## config.mk

```make
export PLATFORM = sky130hd
export DESIGN_NAME = ata_ctl_blk
export DESIGN_NICKNAME = d
export VERILOG_FILES = /design/src/rtl/ata_ctl_pkg.sv /design/src/rtl/ata_ctl_decode.sv /design/src/rtl/ata_drv_addr_fmt.sv /design/src/rtl/ata_dev_ctl_reg.sv /design/src/rtl/ata_ctl_blk.sv
export SDC_FILE = /design/constraint.sdc
export NUM_CORES = 1
export LEC_CHECK = 0
export ABC_CLOCK_PERIOD_IN_PS = 800
export BUFFER_PORTS_ARGS = -buffer_cell sky130_fd_sc_hd__buf_2
export CAP_MARGIN = 30
export CORE_AREA = 2 2 39 41
export CTS_CLUSTER_DIAMETER = 80
export DETAILED_ROUTE_END_ITERATION = 6
export DIE_AREA = 0 0 41 43
export GPL_TIMING_DRIVEN = 0
export HOLD_SLACK_MARGIN = 0.08
export PLACE_DENSITY_LB_ADDON = 0.05
export SLEW_MARGIN = 20
export SYNTH_ARGS = -nofsm -noshare
export SYNTH_HDL_FRONTEND = slang
export SYNTH_SLANG_ARGS = --single-unit
```

## constraint.sdc

```tcl
create_clock -name clk_i -period 0.8 [get_ports clk_i]
set_input_delay 0.04 -clock clk_i [delete_from_list [all_inputs] [get_ports clk_i]]
set_output_delay 0.04 -clock clk_i [all_outputs]
set_load 0.02 [all_outputs]
```

## src/rtl/ata_ctl_pkg.sv

```systemverilog
package ata_ctl_pkg;
  localparam int DATA_W = 8;
  localparam int HEAD_W = 4;
  localparam int NDRV   = 2;
  localparam int SRST_BIT = 2;
  localparam int NIEN_BIT = 1;

  typedef enum logic {OFS_CTL = 1'b0, OFS_DADDR = 1'b1} ofs_e;

  typedef struct packed {
    logic alt_rd;
    logic daddr_rd;
    logic ctl_wr;
  } acc_t;
endpackage

```

## src/rtl/ata_ctl_decode.sv

```systemverilog
module ata_ctl_decode
  import ata_ctl_pkg::*;
(
  input  logic clk_i,
  input  logic rst_ni,
  input  logic cs_i,
  input  logic addr_i,
  input  logic rd_i,
  input  logic wr_i,
  output acc_t acc_o
);
  always_comb begin
    acc_o          = '0;
    acc_o.alt_rd   = cs_i && rd_i && (addr_i == OFS_CTL);
    acc_o.daddr_rd = cs_i && rd_i && (addr_i == OFS_DADDR);
    acc_o.ctl_wr   = cs_i && wr_i && (addr_i == OFS_CTL);
  end

  AST_ONE_ACCESS: assert property (@(posedge clk_i) disable iff (!rst_ni)
    (!(rd_i && wr_i)) |-> $onehot0(acc_o));
  AST_NO_DADDR_WR: assert property (@(posedge clk_i) disable iff (!rst_ni)
    (addr_i == OFS_DADDR) |-> !acc_o.ctl_wr);
endmodule

```

## src/rtl/ata_drv_addr_fmt.sv

```systemverilog
module ata_drv_addr_fmt
  import ata_ctl_pkg::*;
(
  input  logic              clk_i,
  input  logic              rst_ni,
  input  logic              wr_gate_i,
  input  logic [HEAD_W-1:0] head_i,
  input  logic              sel_drv_i,
  input  logic              drv_active_i,
  output logic [DATA_W-1:0] byte_o
);
  localparam int HEAD_LSB = NDRV;
  localparam int WTG_BIT  = HEAD_LSB + HEAD_W;

  logic [NDRV-1:0] nds;

  for (genvar g = 0; g < NDRV; g++) begin : g_nds
    assign nds[g] = ~(drv_active_i && (sel_drv_i == g[0]));
  end

  always_comb begin
    byte_o                           = '0;
    byte_o[NDRV-1:0]                 = nds;
    byte_o[WTG_BIT-1:HEAD_LSB]       = ~head_i;
    byte_o[WTG_BIT]                  = ~wr_gate_i;
  end

  AST_IDLE_DESEL: assert property (@(posedge clk_i) disable iff (!rst_ni)
    !drv_active_i |-> (byte_o[NDRV-1:0] == '1));
  AST_ONE_SEL: assert property (@(posedge clk_i) disable iff (!rst_ni)
    $countones(~byte_o[NDRV-1:0]) <= 1);
endmodule

```

## src/rtl/ata_dev_ctl_reg.sv

```systemverilog
module ata_dev_ctl_reg
  import ata_ctl_pkg::*;
(
  input  logic              clk_i,
  input  logic              rst_ni,
  input  logic              ctl_wr_i,
  input  logic [DATA_W-1:0] wdata_i,
  input  logic              alt_rd_i,
  input  logic              irq_evt_i,
  input  logic              pri_stat_rd_i,
  input  logic              sel_match_i,
  output logic              srst_o,
  output logic              pend_o,
  output logic              intrq_oe_o
);
  logic srst_q, nien_q, pend_q;

  always_ff @(posedge clk_i or negedge rst_ni) begin
    if (!rst_ni) begin
      srst_q <= 1'b0;
      nien_q <= 1'b0;
    end else if (ctl_wr_i) begin
      srst_q <= wdata_i[SRST_BIT];
      nien_q <= wdata_i[NIEN_BIT];
    end
  end

  // set beats clear so a coincident event is not lost
  always_ff @(posedge clk_i or negedge rst_ni) begin
    if (!rst_ni)            pend_q <= 1'b0;
    else if (srst_q)        pend_q <= 1'b0;
    else if (irq_evt_i)     pend_q <= 1'b1;
    else if (pri_stat_rd_i) pend_q <= 1'b0;
  end

  assign srst_o     = srst_q;
  assign pend_o     = pend_q;
  assign intrq_oe_o = !nien_q && sel_match_i;

  AST_ALT_KEEPS_PEND: assert property (@(posedge clk_i) disable iff (!rst_ni)
    (alt_rd_i && pend_q && !srst_q && !pri_stat_rd_i) |=> pend_q);
  AST_SRST_LOAD: assert property (@(posedge clk_i) disable iff (!rst_ni)
    ctl_wr_i |=> (srst_o == $past(wdata_i[SRST_BIT])));
  AST_SRST_CLEARS: assert property (@(posedge clk_i) disable iff (!rst_ni)
    srst_o |=> !pend_o);
  AST_EVT_SETS: assert property (@(posedge clk_i) disable iff (!rst_ni)
    (irq_evt_i && !srst_q) |=> pend_o);
  AST_NIEN_MASKS: assert property (@(posedge clk_i) disable iff (!rst_ni)
    (ctl_wr_i && wdata_i[NIEN_BIT]) |=> !intrq_oe_o);
endmodule

```

## src/rtl/ata_ctl_blk.sv

```systemverilog
module ata_ctl_blk
  import ata_ctl_pkg::*;
(
  input  logic              clk_i,
  input  logic              rst_ni,
  input  logic              cs_i,
  input  logic              addr_i,
  input  logic              rd_i,
  input  logic              wr_i,
  input  logic [DATA_W-1:0] wdata_i,
  input  logic [DATA_W-1:0] status_i,
  input  logic [HEAD_W-1:0] head_i,
  input  logic              wr_gate_i,
  input  logic              sel_drv_i,
  input  logic              this_drv_i,
  input  logic              drv_active_i,
  input  logic              irq_evt_i,
  input  logic              pri_stat_rd_i,
  output logic [DATA_W-1:0] rdata_o,
  output logic [DATA_W-1:0] rdata_oe_o,
  output logic              srst_o,
  output logic              intrq_o,
  output logic              intrq_oe_o
);
  localparam logic [DATA_W-1:0] DADDR_OE = {1'b0, {(DATA_W-1){1'b1}}};

  acc_t              acc;
  logic [DATA_W-1:0] daddr_byte;

  ata_ctl_decode u_dec (
    .clk_i (clk_i), .rst_ni (rst_ni), .cs_i (cs_i), .addr_i (addr_i),
    .rd_i (rd_i), .wr_i (wr_i), .acc_o (acc)
  );

  ata_drv_addr_fmt u_fmt (
    .clk_i (clk_i), .rst_ni (rst_ni), .wr_gate_i (wr_gate_i),
    .head_i (head_i), .sel_drv_i (sel_drv_i),
    .drv_active_i (drv_active_i), .byte_o (daddr_byte)
  );

  ata_dev_ctl_reg u_ctl (
    .clk_i (clk_i), .rst_ni (rst_ni), .ctl_wr_i (acc.ctl_wr),
    .wdata_i (wdata_i), .alt_rd_i (acc.alt_rd), .irq_evt_i (irq_evt_i),
    .pri_stat_rd_i (pri_stat_rd_i), .sel_match_i (sel_drv_i == this_drv_i),
    .srst_o (srst_o), .pend_o (intrq_o), .intrq_oe_o (intrq_oe_o)
  );

  always_comb begin
    rdata_o    = '0;
    rdata_oe_o = '0;
    if (acc.alt_rd) begin
      rdata_o    = status_i;
      rdata_oe_o = '1;
    end else if (acc.daddr_rd) begin
      rdata_o    = daddr_byte;
      rdata_oe_o = DADDR_OE;
    end
  end

  AST_B7_UNDRIVEN: assert property (@(posedge clk_i) disable iff (!rst_ni)
    (addr_i == OFS_DADDR) |-> !rdata_oe_o[DATA_W-1]);
  AST_OE_ONLY_RD: assert property (@(posedge clk_i) disable iff (!rst_ni)
    (rdata_oe_o != '0) |-> (cs_i && rd_i));
  AST_OE_NEEDS_SEL: assert property (@(posedge clk_i) disable iff (!rst_ni)
    intrq_oe_o |-> (sel_drv_i == this_drv_i));
endmodule

```

Yosys cells after proc, flatten, opt, wreduce, memory -nomap -nowiden
Index checks and enable logic that the tools add are counted.
W data, S select, Z words.
- add/subtract/negate cells: 0
- multiply operators: 0
- divide/modulo/power cells: 0
- order comparisons: 0
- equal/unequal tests: 1
- shift-type cells: 0
- muxes and demuxes: 7
- bitwise logic cells: 6
- reductions and logical operators: 10
- operators with widths (cell ; count):
    $mux W8 ; 2
    $mux W7 ; 2
    $logic_and A1 B1 Y1 ; 8
    $not A1 Y1 ; 5
    $not A4 Y4 ; 1
    $mux W1 ; 3
    $reduce_bool A3 Y1 ; 1
    $eq A1 B1 Y1 ; 1
    $logic_not A1 Y1 ; 1
- register bits after elaboration: 3
- bits in latches: 0
- memory bits (writable): 0
- bits in read-only memories: 0
- logic and storage cells: 27
- memories: 0

Longest topological paths before layout
- depth in word-level cells: 5
- depth in mapped cells: 3
- gate-level depth less buffers: 2

Hierarchy
A second synthesis with hierarchy kept.
- cell total of the unflattened synthesis: 43
- area, all modules: 346.6 sq um
- modules (own cells, without submodules) (module ; times used ; cells each ; area each (sq um) ; sequential area each (sq um)):
    ata_ctl_blk ; 1 ; 22 ; 162.7 ; 0.0
    ata_dev_ctl_reg ; 1 ; 9 ; 118.9 ; 75.1
    ata_drv_addr_fmt ; 1 ; 9 ; 40.0 ; 0.0
    ata_ctl_decode ; 1 ; 3 ; 25.0 ; 0.0

Least setup slack after synthesis
Ideal clock, no wire load.
- path type: register -> register
- from: register u_ctl.srst_o (netlist name)
- to: register u_ctl.srst_q, in the netlist u_ctl.srst_o
- setup time: 0.125 ns
- data arrival time: 0.713 ns
- required time: 0.675 ns
- path slack: -0.038 ns
- stages on the path, launching flop included: 2
- buffers on the path: 0
- clock period less this slack: 0.838 ns
- cell sequence: dfrtp_1 > mux2_4
- RTL lines (item ; line ; text):
    end signal: assignment ; ata_dev_ctl_reg.sv:23 ; srst_q <= wdata_i[SRST_BIT];
    end: declaration ; ata_dev_ctl_reg.sv:16 ; logic srst_q, nien_q, pend_q;

Worst setup path after layout
- from: register u_ctl.nien_q
- to: output intrq_oe_o
- longest elaborated chain between the ends: 2
- RTL lines (item ; line ; text):
    start: declaration ; ata_dev_ctl_reg.sv:16 ;
    start signal: assignment ; ata_dev_ctl_reg.sv:24 ; nien_q <= wdata_i[NIEN_BIT];
    $logic_not A1 Y1 ; ata_dev_ctl_reg.sv:38 ; assign intrq_oe_o = !nien_q && sel_match_i;
    $logic_and A1 B1 Y1 ; ata_dev_ctl_reg.sv:38 ;
    end: declaration ; ata_ctl_blk.sv:23 ; output logic intrq_oe_o
No other way between the ends.

==> flow_summary.toml <==
[route]
wl_per_cell_um = 9.05
drt-initial-drc-count = 1
ant_nets = 0
firstDrtPassIters = 2
drc = 0
drt-total-wl_um = 1010
vias_per_cell = 4.11
via_count = 460

[worst_setup_path]
rr_worst_depth = 1
rrSetupSlack_ns = 0
start_kind = "flop"
path_class = "reg -> out"
required_ns = 0.76
arrival_ns = 0.84
worstPathMaxFanout = 2
r2r-end = "u_ctl.srst_o"
reg2reg_from = "u_ctl.srst_o"
critPathCaptureType = "output port"

[sta]
max_slew_margin_pct = 86.9
fin_hold_ws_ns = 0.0483
setup_ws_ns = -0.0829
tns_ns = -0.100
drv_slew = 0
post-route-min-period_ns = 0.883
post-route-period-util_pct = 110
skew_ns = 0.00395
max_freq_mhz = 1130
worst_slew_pin_slew_ns = 0.197
hold_viol_final = 0
grt_setup_unrepaired = "yes"
setup_viol = 3

[die]
die_h_um = 43
initial_core_util_pct = 26.0
die_area_mm2 = 0.00176
ios = 51
die_x_um = 41
fp-row-count = 14
core_area_mm2 = 0.00138

[grt]
grt_usage_pct = 12.3
grt_remaining_overflow = 0
grt_pass1_vias = 424
grt_start_max_net_pins = 11
grt_pass1_wl_um = 1500
antenna_found_initial = 0

[placed_design]
place_ws_ns = -0.0541
gp_congestion = 0.603
io_buffer_count = 44

[clock_tree]
cts_root_buf = "clkbuf_4"
clkTransAtPathRegs_ns = 0.04
cts_hold_buf = 2
clock_sinks = 3
clk_latency_ns = 0.23
cts_tree = "yes"
cts_made_buffers = 3
cts.path.max_buffers = 2
h-tree-depth = 1

[min_path]
holdPathStages = 2
hp-start = "wdata_i[1]"
hp-class = "in -> reg"
hold_end = "u_ctl.nien_q"

[cells_and_area]
final_layout_size_suffix_gt1_share_pct = 74.0
finalNetCount = 129
layout_common_cells = "34 x buf_2, 15 x buf_4, 6 x buf_6, 5 x or2b_1"
antennaDiodeCount = 0
layout_commonest_cell = "buf_2"
syn2layout_area_growth_pct = 110

[job]
cap_violations = 0

[synthesis]
synth_nets = 75
ys_warn_count = 0
synthDistinctLibCells = 14
ys_seq_area_share_pct = 20.8
synth_seq_cells = 3
syn_area_um2 = 360
syn_area_per_cell_um2 = 8.38
syn_inst = 43

[run_status]
violations = "negative setup slack"
status = "complete, but fails checks"

[pwr]
power_density_mw_per_mm2 = 1180
leakage_nw = 0.441
vdd_drop_max_v = 0.000451
[area by class of cell]
| cell class | instances | area (µm²) |
|---|---|---|
| Timing Repair Buffer | 49 | 307 |
| Clock buffer | 4 | 26.3 |
| Multi-Input combinational cell | 29 | 254 |
| Fill cell | 147 | 626 |
| Tap cell | 16 | 20.0 |
| Sequential cell | 3 | 76.3 |
| Inverter | 3 | 11.3 |
| Buffer | 8 | 63.8 |
[layer usage]
layer | part of all wire, % | vias up | GRT usage, %
met5 | 0 | - | 0
met4 | 0 | 0 | 6.00
met3 | 10 | 0 | 1.57
met2 | 51 | 27 | 21.3
met1 | 39 | 194 | 13.7
li1 | - | 239 | -
[critical path, cell delays in order (launching register included)]
cell and delay (ns):
dfrtp_1 0.38, nor2_1 0.09, buf_4 0.14
[kinds of logic after synthesis]
kind of cell / Yosys count / synth area share (%)
and+or+nand+nor: 18 / 34.4
buffers and inverters: 11 / 20.8
AOI/OAI and AO/OA: 8 / 13.2
DFF: 3 / 20.8
muxes: 2 / 8.33
xor gates and xnor gates: 1 / 2.43
[registers in the layout, summed over array words and instances (netlist names)]
| signal | flops |
|---|---|
| u_ctl.srst_o | 1 |
| u_ctl.pend_o | 1 |
| u_ctl.nien_q | 1 |
[cells in the mapped netlist]
master / number / area (µm²)
a21oi_1: 6 / 30.0
a311oi_1: 2 / 17.5
buf_4: 7 / 52.6
buf_6: 1 / 11.3
dfrtp_1: 3 / 75.1
inv_1: 3 / 11.3
mux2_4: 2 / 30.0
nand2_2: 1 / 6.26
nand2b_1: 6 / 37.5
nand3b_4: 1 / 20.0
nor2_1: 4 / 15.0
nor3b_1: 1 / 7.51
or2b_1: 5 / 37.5
xor2_1: 1 / 8.76
[per-stage QoR]
| stage | area, µm² | total power, mW | instances | utilization [%] |
|---|---|---|---|---|
| 4_1_cts | 679 | 0.863 | 109 | 49.1 |
| 3_3_place_gp | 614 | 0.554 | 103 | 44.4 |
| 5_1_grt | 758 | 0.973 | 112 | 54.8 |
| 2_1_floorplan | 374 | 0.413 | 43 | - |
| 3_5_place_dp | 614 | 0.564 | 103 | 44.4 |
| 6_report | 758 | 0.898 | 112 | 54.8 |
[worst max path at each step]
stage	startpoint	endpoint	slack, ns	cells after the start
floorplan	u_ctl.srst_o	u_ctl.srst_o	-0.02	1
global placement	cs_i	rdata_oe_o[2]	-0.04	5
detailed placement	cs_i	rdata_oe_o[5]	-0.05	5
CTS	u_ctl.nien_q	intrq_oe_o	-0.09	2
global route	u_ctl.nien_q	intrq_oe_o	-0.14	2
finish	u_ctl.nien_q	intrq_oe_o	-0.08	2
[power breakdown]
part	total [mW]	internal, mW	switching (mW)
sequential	0.205	0.182	0.0228
clock	0.259	0.187	0.0721
combinational	0.434	0.236	0.198
[timing repair]
item	CTS	global route
pin swaps	2	5
buffers inserted	0	2
gates cloned	0	1
endpoints found under the hold margin	6	2
setup endpoints to repair	13	18
resized for setup	6	18
Note: power is estimated with default switching activity, not from simulation.
